==> src/rtl/mmio_poll_pkg.sv <==
package mmio_poll_pkg;
  localparam int RDY_BIT = 0;
  localparam int IE_BIT  = 1;
  localparam int OVR_BIT = 2;

  typedef struct packed {
    logic rdInCtrl;
    logic rdInData;
    logic wrInCtrl;
    logic wrOutCtrl;
    logic wrOutData;
  } ioStrobe_t;

  typedef enum logic [2:0] {
    SEL_NONE,
    SEL_IN_CTRL,
    SEL_IN_DATA,
    SEL_OUT_CTRL,
    SEL_OUT_DATA
  } rdSel_t;
endpackage

==> src/rtl/mmio_poll_ctrl.sv <==
module mmio_poll_ctrl
  import mmio_poll_pkg::*;
#(
  parameter int ADDR_W   = 32,
  parameter int DATA_W   = 32,
  parameter int WIN_BITS = 16,
  parameter logic [ADDR_W-1:0] BASE = 32'hFFFF0000
) (
  input  logic              clk,
  input  logic              rstN,
  input  logic              busSel,
  input  logic              busWe,
  input  logic [ADDR_W-1:0] busAddr,
  output ioStrobe_t         stb,
  output rdSel_t            rdSel
);
  localparam int WORD_BYTES = DATA_W / 8;
  localparam logic [WIN_BITS-1:0] OFF_IN_CTRL  = WIN_BITS'(0 * WORD_BYTES);
  localparam logic [WIN_BITS-1:0] OFF_IN_DATA  = WIN_BITS'(1 * WORD_BYTES);
  localparam logic [WIN_BITS-1:0] OFF_OUT_CTRL = WIN_BITS'(2 * WORD_BYTES);
  localparam logic [WIN_BITS-1:0] OFF_OUT_DATA = WIN_BITS'(3 * WORD_BYTES);

  logic                inWindow;
  logic [WIN_BITS-1:0] offset;
  logic                hit;

  assign inWindow = busAddr[ADDR_W-1:WIN_BITS] == BASE[ADDR_W-1:WIN_BITS];
  assign offset   = busAddr[WIN_BITS-1:0];
  assign hit      = busSel && inWindow;

  always_comb begin
    stb   = '0;
    rdSel = SEL_NONE;
    if (hit) begin
      unique case (offset)
        OFF_IN_CTRL: begin
          rdSel = busWe ? SEL_NONE : SEL_IN_CTRL;
          stb.rdInCtrl = !busWe;
          stb.wrInCtrl = busWe;
        end
        OFF_IN_DATA: begin
          rdSel = busWe ? SEL_NONE : SEL_IN_DATA;
          stb.rdInData = !busWe;
        end
        OFF_OUT_CTRL: begin
          rdSel = busWe ? SEL_NONE : SEL_OUT_CTRL;
          stb.wrOutCtrl = busWe;
        end
        OFF_OUT_DATA: begin
          rdSel = busWe ? SEL_NONE : SEL_OUT_DATA;
          stb.wrOutData = busWe;
        end
        default: ;
      endcase
    end
  end

  // at most one register action per bus cycle
  p_strobe_onehot_r10: assert property (@(posedge clk) disable iff (!rstN)
    $onehot0(stb));
  // nothing decodes when the bus is idle
  p_idle_quiet_r10: assert property (@(posedge clk) disable iff (!rstN)
    !busSel |-> (stb == '0 && rdSel == SEL_NONE));
endmodule

==> src/rtl/mmio_poll_dp.sv <==
module mmio_poll_dp
  import mmio_poll_pkg::*;
#(
  parameter int DATA_W = 32,
  parameter int BYTE_W = 8
) (
  input  logic              clk,
  input  logic              rstN,
  input  ioStrobe_t         stb,
  input  rdSel_t            rdSel,
  input  logic [DATA_W-1:0] busWdata,
  output logic [DATA_W-1:0] busRdata,
  input  logic              inValid,
  input  logic [BYTE_W-1:0] inByte,
  output logic              outValid,
  output logic [BYTE_W-1:0] outByte,
  input  logic              outAccept,
  output logic              irq
);
  logic [BYTE_W-1:0] inReg, outReg;
  logic inReady, inOvr, inIe;
  logic outFull, outIe;
  logic outReady;

  assign outReady = !outFull;

  // input channel
  always_ff @(posedge clk) begin
    if (!rstN) begin
      inReg   <= '0;
      inReady <= 1'b0;
      inOvr   <= 1'b0;
      inIe    <= 1'b0;
    end else begin
      if (inValid) begin
        inReg   <= inByte;
        inReady <= 1'b1;
      end else if (stb.rdInData) begin
        inReady <= 1'b0;
      end
      if (inValid && inReady && !stb.rdInData)
        inOvr <= 1'b1;
      else if (stb.rdInCtrl)
        inOvr <= 1'b0;
      if (stb.wrInCtrl)
        inIe <= busWdata[IE_BIT];
    end
  end

  // output channel
  always_ff @(posedge clk) begin
    if (!rstN) begin
      outReg  <= '0;
      outFull <= 1'b0;
      outIe   <= 1'b0;
    end else begin
      if (stb.wrOutData && outReady) begin
        outReg  <= busWdata[BYTE_W-1:0];
        outFull <= 1'b1;
      end else if (outFull && outAccept) begin
        outFull <= 1'b0;
      end
      if (stb.wrOutCtrl)
        outIe <= busWdata[IE_BIT];
    end
  end

  always_comb begin
    busRdata = '0;
    unique case (rdSel)
      SEL_IN_CTRL: begin
        busRdata[RDY_BIT] = inReady;
        busRdata[IE_BIT]  = inIe;
        busRdata[OVR_BIT] = inOvr;
      end
      SEL_IN_DATA:  busRdata[BYTE_W-1:0] = inReg;
      SEL_OUT_CTRL: begin
        busRdata[RDY_BIT] = outReady;
        busRdata[IE_BIT]  = outIe;
      end
      SEL_OUT_DATA: busRdata[BYTE_W-1:0] = outReg;
      default: ;
    endcase
  end

  assign outValid = outFull;
  assign outByte  = outReg;
  assign irq      = (inIe && inReady) || (outIe && outReady);

  p_ready_set_r2: assert property (@(posedge clk) disable iff (!rstN)
    inValid |=> inReady);
  p_read_clears_r3: assert property (@(posedge clk) disable iff (!rstN)
    (stb.rdInData && !inValid) |=> !inReady);
  p_idle_read_r4: assert property (@(posedge clk) disable iff (!rstN)
    (stb.rdInData && !inReady && !inValid) |=> ($stable(inReg) && !inReady));
  p_store_hold_r7: assert property (@(posedge clk) disable iff (!rstN)
    (stb.wrOutData && outFull) |=> $stable(outReg));
  p_accept_r6: assert property (@(posedge clk) disable iff (!rstN)
    (outFull && outAccept) |=> !outFull);
  p_overrun_r9: assert property (@(posedge clk) disable iff (!rstN)
    (inValid && inReady && !stb.rdInData) |=> inOvr);
endmodule

==> src/rtl/mmio_poll_port.sv <==
module mmio_poll_port
  import mmio_poll_pkg::*;
#(
  parameter int ADDR_W   = 32,
  parameter int DATA_W   = 32,
  parameter int BYTE_W   = 8,
  parameter int WIN_BITS = 16,
  parameter logic [ADDR_W-1:0] BASE = 32'hFFFF0000
) (
  input  logic              clk,
  input  logic              rstN,
  input  logic              busSel,
  input  logic              busWe,
  input  logic [ADDR_W-1:0] busAddr,
  input  logic [DATA_W-1:0] busWdata,
  output logic [DATA_W-1:0] busRdata,
  input  logic              inValid,
  input  logic [BYTE_W-1:0] inByte,
  output logic              outValid,
  output logic [BYTE_W-1:0] outByte,
  input  logic              outAccept,
  output logic              irq
);
  ioStrobe_t stb;
  rdSel_t    rdSel;

  mmio_poll_ctrl #(
    .ADDR_W(ADDR_W), .DATA_W(DATA_W), .WIN_BITS(WIN_BITS), .BASE(BASE)
  ) u_ctrl (
    .clk(clk), .rstN(rstN), .busSel(busSel), .busWe(busWe),
    .busAddr(busAddr), .stb(stb), .rdSel(rdSel)
  );

  mmio_poll_dp #(
    .DATA_W(DATA_W), .BYTE_W(BYTE_W)
  ) u_dp (
    .clk(clk), .rstN(rstN), .stb(stb), .rdSel(rdSel),
    .busWdata(busWdata), .busRdata(busRdata),
    .inValid(inValid), .inByte(inByte),
    .outValid(outValid), .outByte(outByte), .outAccept(outAccept),
    .irq(irq)
  );
endmodule

==> config.mk <==
export PLATFORM = sky130hd
export DESIGN_NAME = mmio_poll_port
export DESIGN_NICKNAME = d
export VERILOG_FILES = /design/src/rtl/mmio_poll_pkg.sv /design/src/rtl/mmio_poll_ctrl.sv /design/src/rtl/mmio_poll_dp.sv /design/src/rtl/mmio_poll_port.sv
export SDC_FILE = /design/constraint.sdc
export NUM_CORES = 1
export LEC_CHECK = 0
export CAP_MARGIN = 20
export CORE_MARGIN = 5
export CORE_UTILIZATION = 33
export DETAILED_ROUTE_END_ITERATION = 16
export PLACE_DENSITY = 0.86
export SLEW_MARGIN = 20
export SYNTH_ARGS = -nofsm -noshare
export SYNTH_HDL_FRONTEND = slang
export SYNTH_SLANG_ARGS = --single-unit
==> constraint.sdc <==
create_clock -name clk -period 2.79 [get_ports clk]
set_input_delay 0.279 -clock clk [delete_from_list [all_inputs] [get_ports clk]]
set_output_delay 0.279 -clock clk [all_outputs]
set_load 0.02 [all_outputs]
Word-level counts from Yosys, hierarchy flattened

Index checks and enable logic that the tools add are counted.

Add/sub/neg operators: 0
$lt $le $gt $ge: 0
$mul: 0
Muxes and demuxes: 21
Reduce and logical (&&, ||, !) cells: 15
Shift operators: 0
Bitwise gates (word level): 0
Eq/ne operators: 8
Divide/modulo/power cells: 0

Operator list:

| kind                                           | count |
|---|---|
| == test 16 x 4 -> 1 bit, second input constant | 2 |
| == test 16 bit, second input constant          | 1 |
| == test 16 x 3 -> 1 bit, second input constant | 1 |
| zero test 16 bit                               | 1 |
| two-way mux 1 bit                              | 12 |
| one-hot mux 3 bit (4 select lines)             | 1 |
| one-hot mux 5 bit (2 select lines)             | 1 |
| one-hot mux 2 bit (4 select lines)             | 1 |
| logical AND 1 bit                              | 7 |
| == test 3 x 2 -> 1 bit, second input constant  | 2 |
| two-way mux 3 bit                              | 2 |
| nonzero test 2 bit                             | 3 |
| two-way mux 5 bit                              | 1 |
| two-way mux 2 bit                              | 2 |
| == test 3 x 1 -> 1 bit, second input constant  | 1 |
| == test 3 bit, second input constant           | 1 |
| zero test 1 bit                                | 3 |
| one-hot mux 1 bit (3 select lines)             | 1 |
| logical OR 1 bit                               | 1 |

RAM bits: 0
Memories: 0
Register bits after elaboration: 21
Memory bits (read-only): 0
Output and inout bits: 42
Latch bits: 0

Depth between registers and ports, before layout

Gate-level depths: netlist of run 1.

Word-level depth: 6
Mapped depth: 6
Mapped depth without buffers: 5

Modules after synthesis

A second synthesis of run 1 with hierarchy kept.

Cells, all modules: 161
Area total of the unflattened synthesis: 1,408.9 sq um

By module, submodules not included:

| module         | area an instance (sq um) | sequential area each (sq um) | cells each | instances |
|---|---|---|---|---|
| mmio_poll_dp   | 1,213.7                  | 420.4                        | 134        | 1 |
| mmio_poll_ctrl | 195.2                    | 0.0                          | 27         | 1 |

Worst setup path after synthesis of run 1

No wires, ideal clock.

Kind: input port to output port
Start: input busAddr[19]
End: output busRdata[0]
Path slack: 0.711 ns
Cell stages on the path: 5
Arrival time: 1.800 ns
Data required time: 2.511 ns
Path through: nand4_1 -> nor4_2 -> nand4_2 -> or3_1 -> a211oi_1

Longest elaborated chain between the ends: 5
Elaborated cells on any way between the ends: 8
Classes of those cells: 5 x eq/ne; 2 x mux; 1 x reduce/logical

Ends and longest elaborated chain:

| what                                        | RTL line             | RTL |
|---|---|---|
| start: declaration                          | mmio_poll_port.sv:14 | `input logic [ADDR_W-1:0] busAddr,` |
| == test 16 bit *                            | mmio_poll_ctrl.sv:27 | `assign inWindow = busAddr[ADDR_W-1:WIN_BITS] == BASE[ADDR_W-1:WIN_BITS];` |
| logical AND 1 bit *                         | mmio_poll_ctrl.sv:29 | `assign hit = busSel && inWindow;` |
| two-way mux 3 bit *                         | mmio_poll_ctrl.sv:34 | `if (hit) begin` |
| == test 3 bit, or another cell as far along | mmio_poll_dp.sv:70   | `unique case (rdSel)` |
| one-hot mux 2 bit (4 select lines) *        | mmio_poll_dp.sv:70   |  |
| end: declaration                            | mmio_poll_port.sv:16 | `output logic [DATA_W-1:0] busRdata,` |

Mark *: on every way between the ends. The rest lies on a longest branch, timed or not.

Final worst setup path of run 1

Start: input busAddr[17]
End: output busRdata[6]

Longest elaborated chain between the ends: 5
Elaborated cells on any way between the ends: 6
Classes of those cells: 3 x eq/ne; 2 x mux; 1 x reduce/logical

Ends and longest elaborated chain:

| what                                                           | RTL line |
|---|---|
| == test 16 bit *                                               | mmio_poll_ctrl.sv:27 |
| logical AND 1 bit *                                            | mmio_poll_ctrl.sv:29 |
| two-way mux 3 bit *                                            | mmio_poll_ctrl.sv:34 |
| == test 3 bit / == test 3 x 2 -> 1 bit (equally long branches) | mmio_poll_dp.sv:70 |
| one-hot mux 5 bit (2 select lines) *                           | mmio_poll_dp.sv:70 |

Marks and branches as above.

==> impl_results.md, run 1 <==
- Status: completed
- Syn. warnings: 0
- Hold_buf cts: 0
- Worst min-delay path category: flop to flop
- Gr ovfl total: 0
- Max-slew violation count: 0
- Mapped Area: between 1000 and 1500 µm²
- Worst Tran Pin Value: around 580 ps
- Core ar.: roughly 3700 µm²
- Root buffer cell: clkbuf_8
- First drt pass iteration count: 4
- WS Path Type: input port to primary output
- Initial Util: approximately a third
- Commonest cells post-synth: buf_4, mux2i_1, nand2_1
- Max-Cap Viols: 0
- Die Y-Extent: about 73 µm
- Placed Cells: between 200 and 300
- Yosys top cell by area: dfxtp_1
- Area occupied by multi-input gates: between 700 and 800 µm²
- Synth unique cells: 30
- Endpoints failing hold: 0
- Register bit total from synthesis: 21
- CTS clk-pin slew, worst paths: ~70 ps
- Total GRT Usage: about an eighth
- CP max FO: 5
- Fill count: 350
- Post-synth ARST share: 0%
- # port buffers: between 70 and 80
- Most common cell in the synthesized netlist: buf_4
- Post-synth EDFFs: 0
- Setup TNS: 0 ps
- # H-tree levels: 1
- Initial drt markers: 15
- Fmax: just under 0.4 GHz
- Cell Pwr Density: about 330 nW/µm²
- TritonCTS Buffers: 3
- Largest net degree at the start of global routing: 20
- Final wirelength: ~3.7 mm
- Area share of the largest cell type after synthesis: between 30% and 40%
- Number of global-route vias before repair: 1241
- Antenna Cells: 0
- Worst vdd ir: between 0.2 and 0.3 mV
- Reg area: approximately 420 µm²
- Final min period: roughly 2600 ps
- Routed WL per cell: 13.5 µm
- Syn Area/Cell: 8.52 µm²
- Vias: between 1000 and 1500
- RSZ-0062 raised after global routing: no
- Synth Flop Type: dfxtp_1
- Antenna violations before repair: 0
- Std-Cell Rows: 22
- Relative slew slack: approximately three fifths
- Synth Instances: roughly 150
- Clk buf depth: 2
- Static Leakage: about 0.88 nW
- WP data required: between 2000 and 3000 ps
- Post-synthesis sequential area ratio: 32.2%
- CP Launch Type: input port
- CTS tree: done
- CP arrival: 2300 ps
- GP Congestion: 0.727
- # DRC: 0
- CTS Sinks: 21
- Die area: around 5300 µm²
- Synth-to-Final Area Change: 55.2%
- First-pass GRT wire length: ~5.4 mm
- Dpl hpwl: approximately 3.0 mm
- Final clock skew: 0.472 ps
- Setup Buffers After CTS: 0
- Cell Count, Final, Fillers Out: 274
- Final setup viols: 0
- Via density: 4.57
- Net count, final: roughly 310
- DIE WIDTH: between 70 and 80 µm
- Period utilization: ~90%
- Layout cell share with drive strength beyond 1: 5.75%
- Most area-consuming cells after synthesis: dfxtp_1, mux2i_1, buf_4, nand2_1, nor2b_1
- Skew-Pair Late Insertion Delay: 250 ps
- DRT antenna net count: 0
- Top Ports: 120
- Crit end category: primary output
## registers in the layout, indices dropped and copies added, names as in the netlist
name	cells
u_dp.outByte	8
u_dp.outValid	1
u_dp.outIe	1
u_dp.inOvr	1
u_dp.inReady	1
u_dp.inReg	8
u_dp.inIe	1
## metrics by stage
| stage | worst slack, ps | total power, W | util, % | instance area, µm² | hold WS [ps] |
|---|---|---|---|---|---|
| finish | 209 | 0.000663 | 54.0 | 2020 | 457 |
| global route | 22.4 | 0.000692 | 54.0 | 2020 | 482 |
| floorplan | 711 | 0.000414 | - | 1390 | 418 |
| global placement | -112 | 0.000473 | 53.2 | 1990 | 441 |
| CTS | 87.8 | 0.000669 | 54.1 | 2030 | 462 |
| detailed placement | -138 | 0.000476 | 53.2 | 1990 | 453 |
## layout make-up
type                    instances  area share (%)
clock buffers                   4            2.23
inverters                       1           0.186
multi-input cells             123            37.2
flip-flops and latches         21            20.8
well taps                      48            2.97
repair buffers                 77            36.7
## where the power goes
part           leakage [nW]  internal (W)  switching, W  total [W]
combinational         0.681     0.0000874     0.0000684   0.000156
clock                0.0228      0.000102     0.0000913   0.000193
sequential            0.171      0.000309    0.00000563   0.000314
## repair_timing
item,4_1_cts,5_1_grt
resized for setup,8,3
endpoints found under the setup margin,8,1
pin swaps,0,0
## placed cells by master (no fill, tap or decap), drive strengths merged
cell type	instances
o311ai	1
nand2b	3
o41ai	1
nand2	22
or4b	1
nor3	1
nand4b	1
buf	6
nor4	5
a31oi	1
a21boi	1
o21ai	3
and3	1
or3	3
clkbuf	5
conb	24
nand4	5
dfxtp	21
nor2b	10
nor2	11
a21oi	2
dlygate4sd2	7
mux2i	23
a2bb2oi	1
a211oi	2
clkdlybuf4s50	63
mux4	1
inv	1
## critical path, stage by stage
cell and delay [ps]:
clkdlybuf4s50_1 460, nand4_1 100, nor4_2 290, nand4_2 170
or3_1 490, nor2_1 150, dlygate4sd2_1 350
## cells by family (layout without fill, tap and decap cells)
family	Yosys count	count (layout)	synth area share, %
mux	24	24	19.4
compound gates	12	12	6.14
buf+inv	32	82	16.7
simple gates	63	63	25.2
other cells	1	24	0.288
flops	21	21	32.2
## worst paths after layout
path | start | depth (start not counted) | slack, ps | endpoint
worst max-delay path | busAddr[17] | 7 | 210 | busRdata[6]
worst min-delay path | u_dp.inOvr$_SDFFE_PN0P_ | 2 | 460 | u_dp.inOvr$_SDFFE_PN0P_
worst max register to register | u_dp.outValid$_SDFFE_PN0P_ | 3 | 1430 | u_dp.outByte[4]$_SDFFE_PN0P_
worst min register to register | u_dp.inOvr$_SDFFE_PN0P_ | 2 | 460 | u_dp.inOvr$_SDFFE_PN0P_
## metal layers
layer  up-vias  GRT usage [%]  wire [µm]
li1        625              -          -
met1       545           13.2       1390
met2        81           22.4       1660
met3         2           6.61        608
met4         0           3.89         32
met5         -              0          0
Power figures use the tool's default switching activity.
==> run 2, diff against run 1 <==
- SETUP_SLACK_MARGIN: default -> 0.4
==> run 2 against run 1 <==
Clock power barely moved. Via count rose by 1.5%. Critical path depth fell by 1. Flip-flop and latch count did not move. Sequential power barely moved. Die area did not move. Setup slack improved by 240 ps. Wire length rose by 3.2%. First-iteration DRC count rose by 53%. Global-route usage rose by 0.085 points. Register-to-register slack barely moved. Largest cell class unchanged.
==> impl_results.md, run 2 (synthesis gave the netlist of run 1 again) <==
- Status: completed
- Gr ovfl total: 0 (unchanged)
- Setup TNS: 0 ps (unchanged)
- Root buffer cell: clkbuf_8
- Final setup viols: 0 (unchanged)
- Antenna violations before repair: 0 (unchanged)
- Vias: 1272 (+1.5%)
- Period utilization: 83.8% (-8.7 points)
- GP Congestion: 0.727 (unchanged)
- Routed WL per cell: 13.9 µm (+2.8%)
- Skew-Pair Late Insertion Delay: 250 ps (about the same)
- CP Launch Type: input port
- RSZ-0062 raised after global routing: no
- Layout cell share with drive strength beyond 1: 11.9% (+6.1 points)
- Finished Cell Area: 2080 µm² (+2.7%)
- # DRC: 0 (unchanged)
- Largest stage delay, worst path: 450 ps (-40 ps)
- Synth-to-Final Area Change: 59.3%
- Endpoints failing hold: 0 (unchanged)
- Fmax: 0.428 GHz (+10%)
- First drt pass iteration count: 4 (unchanged)
- CP max FO: 4 (-1)
- Static Leakage: 0.989 nW (+13%)
- WP data required: 2510 ps (about the same)
- CP arrival: 2060 ps (-240 ps)
- Core Util, Final: 55.5% (+1.4 points)
- Dpl cell area: 1990 µm² (unchanged)
- DIE WIDTH: 72.9 µm (unchanged)
- CTS clk-pin slew, worst paths: 70 ps (about the same)
- Gr busiest metal: met2
- Std-Cell Rows: 22 (unchanged)
- Largest net degree at the start of global routing: 20 (unchanged)
- CTS Sinks: 21 (unchanged)
- WS Path Type: input port to primary output
- Met1 GRT Util: 13.0% (-0.25 points)
- M2 GR Usage: 22.8% (+0.40 points)
- Antenna Cells: 0 (unchanged)
- Final clock skew: 0.378 ps (-0.0946 ps)
- CP Cell Sequence: clkdlybuf4s50_1 > nor4_2 > nand4_1 > or3_4 > a211oi_2 > buf_4
- First-pass GRT wire length: 5.46 mm (+0.50%)
- Worst min-delay path category: flop to flop
- CTS tree: done
- Via density: 4.63 (+1.1%)
- CP max-delay cell: or3_4
- Dpl hpwl: 3.04 mm (unchanged)
- Clk buf depth: 2 (unchanged)
- # H-tree levels: 1 (unchanged)
- Cell Pwr Density: 319 nW/µm² (-2.8%)
- Max-slew violation count: 0 (unchanged)
- Grt met3 use: 6.75% (+0.14 points)
- Die Y-Extent: 72.9 µm (unchanged)
- Final wirelength: 3.81 mm (+3.2%)
- Max-Cap Viols: 0 (unchanged)
- Worst vdd ir: 0.260 mV (-0.63%)
- Top Ports: 120 (unchanged)
- Hold_buf cts: 0 (unchanged)
- # port buffers: 71 (unchanged)
- Relative slew slack: 62.3% (+1.1 points)
- Number of global-route vias before repair: 1248 (+0.56%)
- Worst Tran Pin Value: 563 ps (-16.8 ps)
- TritonCTS Buffers: 3 (unchanged)
- Crit end category: primary output
- Reg2reg setup slack: 1420 ps (about the same)
- Core ar.: 3740 µm² (unchanged)
- Initial drt markers: 23 (+8)
- Die area: 5310 µm² (unchanged)
- Total GRT Usage: 12.9% (+0.085 points)
- DRT antenna net count: 0 (unchanged)
- Final min period: 2340 ps (-242 ps)
- Initial Util: 34.8% (unchanged)
- Net count, final: 306 (+0.33%)
- Commonest non-fill, non-tap cell in the layout: clkdlybuf4s50_1
- Most frequent cells in the layout: clkdlybuf4s50_1, conb_1, mux2i_1, nand2_1, dfxtp_1
-- run 2: final timing paths --
check | from | end | cells past startpoint
max | busAddr[8] | busRdata[0] | 6
min | u_dp.inOvr$_SDFFE_PN0P_ | u_dp.inOvr$_SDFFE_PN0P_ | 2
max reg2reg | u_dp.outValid$_SDFFE_PN0P_ | u_dp.outByte[4]$_SDFFE_PN0P_ | 3
min reg2reg | u_dp.inOvr$_SDFFE_PN0P_ | u_dp.inOvr$_SDFFE_PN0P_ | 2
-- run 2: metrics by stage --
step,total power (W),std cells,setup slack (ps),hold slack [ps]
2_1_floorplan,0.000414,176,711,418
3_3_place_gp,0.000473,270,-112,441
3_5_place_dp,0.000476,270,-138,453
4_1_cts,0.000670,275,333,462
5_1_grt,0.000691,275,373,482
6_report,0.000662,275,451,456
-- run 2: where the power goes --
part | switching, W | leakage, nW | internal [W]
Clock | 0.0000904 | 0.0228 | 0.000101
Combinational | 0.0000710 | 0.795 | 0.0000846
Sequential | 0.00000573 | 0.171 | 0.000309
-- run 2: timing repair --
action,in CTS,in global routing
buffers inserted,1,0
pin swaps,1,10
setup endpoints to repair,8,8
resized for setup,35,21
gates cloned,0,0
-- run 2: metal layers --
| metal | part of all wire [%] | vias up | wire, µm |
|---|---|---|---|
| li1 | - | 629 | - |
| met4 | 1.2 | 0 | 47 |
| met5 | 0 | - | 0 |
| met1 | 36 | 555 | 1390 |
| met2 | 45 | 84 | 1710 |
| met3 | 17 | 4 | 657 |
-- run 2: final cells by class --
cell class	instances	area (µm²)
clock buffers	4	45.0
fillers	348	1670
inverters	1	3.75
multi-input cells	123	782
flip-flops and latches	21	420
well taps	48	60.1
repair buffers	78	766
-- run 2: worst max-delay path: cells and delay by family --
family	cells	cell delay [ps]
AO/OA/AOI/OAI	1	230
buffers and inverters	2	610
AND/OR/NAND/NOR	3	930
==> run 3, diff against run 2 <==
- CORE_UTILIZATION: 33 -> 28
- PLACE_DENSITY: 0.86 -> 0.77
- clock period: 2.79 -> 2 ns (I/O delays scaled with it)
==> run 3 against run 2 <==
Non-clock buffer count grew 9. Flip-flop and latch count unchanged. Wire length grew 1.1%. Largest power group unchanged. Global-route usage is 1.1 points lower. Cell count is 4.7% higher. Combinational power grew 42%. Sequential power rose by 39%. Setup slack got worse by 220 ps. Via count increased by 2.5%. Clock skew grew 3.4 ps.
==> impl_results.md, run 3 (synthesis gave the netlist of run 1 again) <==
- Max-Cap Viols: 0 (unchanged)
- Final min period: 1770 ps
- First drt pass iteration count: 4 (unchanged)
- Synth-to-Final Area Change: 67.6%
- Critical Path Start: busAddr[1]
- Clk buf depth: 2 (unchanged)
- Via density: 4.53 (-2.1%)
- Routed WL per cell: 13.4 µm (-3.5%)
- Std-Cell Rows: 24 (+9.1%)
- P_int: 0.000690 W (+39%)
- Hold_ws: 460 ps (+3.09 ps)
- Layout cell share with drive strength beyond 1: 28.0% (+16 points)
- Worst vdd ir: 0.465 mV (+79%)
- GP Congestion: 0.801 (+10%)
- Area occupied by multi-input gates: 851 µm² (+8.8%)
- Max-slew violation count: 0 (unchanged)
- Initial Util: 29.3% (-5.5 points)
- Final wirelength: 3.85 mm (+1.1%)
- Worst reg-to-reg path cell count: 4 (+1)
- Final clock skew: 3.73 ps (+3.36 ps)
- Cell Pwr Density: 427 nW/µm² (+34%)
- Skew-Pair Late Insertion Delay: 250 ps (about the same)
- RSZ-0062 raised after global routing: yes
- DRT antenna net count: 0 (unchanged)
- CTS Sinks: 21 (unchanged)
- WS Path Type: input port to primary output
- Gr ovfl total: 0 (unchanged)
- Commonest non-fill, non-tap cell in the layout: clkdlybuf4s50_1
- Sequential share of power: 46.8% (-0.7 points)
- Sw frac: 26.1% (+0.85 points)
- Vias: 1304 (+2.5%)
- Reg2reg setup slack: 740 ps (-680 ps)
- Setup TNS: 0 ps (unchanged)
- Core Util, Final: 49.2% (-6.3 points)
- Crit end category: primary output
- Static Leakage: 0.949 nW (-4.0%)
- Initial drt markers: 52 (+130%)
- WP data required: 1800 ps (-710 ps)
- CTS clk-pin slew, worst paths: 80 ps (about the same)
- Hold Crit Start: u_dp.inOvr$_SDFFE_PN0P_
- # H-tree levels: 1 (unchanged)
- Die Y-Extent: 78.2 µm (+7.4%)
- Status: completed
- Core ar.: 4440 µm² (+19%)
- TritonCTS Buffers: 3 (unchanged)
- Fill count: 436 (+25%)
- CP Launch Type: input port
- Hold_buf cts: 0 (unchanged)
- Clock power frac: 29.4% (+0.4 points)
- CP max FO: 4 (unchanged)
- Die area: 6120 µm² (+15%)
- # DRC: 0 (unchanged)
- Dpl hpwl: 3.10 mm (+2.1%)
- Top Ports: 120 (unchanged)
- Number of global-route vias before repair: 1309 (+4.9%)
- CTS tree: done
- CP arrival: 1570 ps (-490 ps)
- Most frequent cells in the layout: clkdlybuf4s50_1, conb_1, mux2i_1, nand2_1, dfxtp_1
- Power, Total: 0.000934 W (+41%)
- Worst min-delay path category: flop to flop
- Total GRT Usage: 11.8% (-1.1 points)
- Antenna violations before repair: 0 (unchanged)
- CP Capture Point: busRdata[0]
- # port buffers: 71 (unchanged)
- Combinational fraction of design power: 23.8% (+0.3 points)
- FF-to-FF End: u_dp.outByte[5]$_SDFFE_PN0P_
- Final setup viols: 0 (unchanged)
- Worst R2R Start: u_dp.outValid$_SDFFE_PN0P_
- Root buffer cell: clkbuf_8
- Antenna Cells: 0 (unchanged)
- Fmax: around 0.56 GHz
- Net count, final: 315 (+2.9%)
- Endpoints failing hold: 0 (unchanged)
- Period utilization: between 80% and 90%
- DIE WIDTH: 78.2 µm (+7.4%)
- Largest net degree at the start of global routing: 18 (-10%)
- Switching power: 0.000244 W (+46%)
- First-pass GRT wire length: 6.01 mm (+10%)
- Reg area: 420 µm² (unchanged)
==> run 3: changes by cell type in the layout (fill, tap and decap cells not counted), sizes merged <==
cell | before | now
dlygate4sd2 | 0 | 4
clkdlybuf4s15 | 0 | 6
clkdlybuf4s50 | 49 | 33
buf | 15 | 43
dlymetal6s2s | 14 | 0
clkbuf | 4 | 5
==> run 3: layer usage <==
layer,vias up,global-route usage [%],wire [µm]
li1,648,-,-
met5,-,0,0
met2,77,20.0,1730
met4,0,0.524,0
met3,0,6.52,568
met1,579,13.8,1550
==> run 3: layout make-up <==
type	count	share of cell area [%]
Clock buffer	4	2.06
Inverter	1	0.172
Multi-Input combinational cell	123	38.9
Sequential cell	21	19.2
Tap cell	52	2.98
Timing Repair Buffer	87	36.6
==> run 3: worst max-delay path, cell delays in order <==
cell and delay [ps]:
buf_6 90, nor4_2 260, nand4_1 150, buf_6 150, or3_4 400, a211oi_4 180, buf_6 150
==> run 3: how the worst min path moves through the flow <==
| stage | endpoint | slack, ps | depth (start not counted) |
|---|---|---|---|
| 2_1_floorplan | u_dp.outByte[0]$_SDFFE_PN0P_ | 340 | 2 |
| 3_3_place_gp | u_dp.inOvr$_SDFFE_PN0P_ | 440 | 2 |
| 3_5_place_dp | u_dp.inOvr$_SDFFE_PN0P_ | 450 | 2 |
| 4_1_cts | u_dp.inOvr$_SDFFE_PN0P_ | 460 | 2 |
| 5_1_grt | u_dp.inOvr$_SDFFE_PN0P_ | 470 | 2 |
| 6_report | u_dp.inOvr$_SDFFE_PN0P_ | 460 | 2 |
==> run 3: through the flow <==
step | instance area [µm²] | cells | setup slack, ps
finish | 2180 | 288 | 227
global route | 2180 | 288 | 121
CTS | 2170 | 288 | 221
detailed placement | 2130 | 281 | -736
global placement | 2130 | 281 | -727
floorplan | 1460 | 176 | 297
==> run 3: power by group through the flow <==
stage                     clock, W  combinational [W]  sequential (W)
after floorplan                  0           0.000137        0.000445
after global placement           0           0.000233        0.000447
after detailed placement         0           0.000235        0.000447
after CTS                 0.000285           0.000222        0.000437
after global routing      0.000307           0.000239        0.000438
final                     0.000274           0.000222        0.000437
==> run 3: what timing repair did <==
action / 4_1_cts / 5_1_grt
hold endpoints to repair: 0 / 0
gates cloned: 1 / 0
buffers inserted: 2 / 0
pin swaps: 19 / 2
endpoints found under the setup margin: 21 / 20
resized for setup: 134 / 8
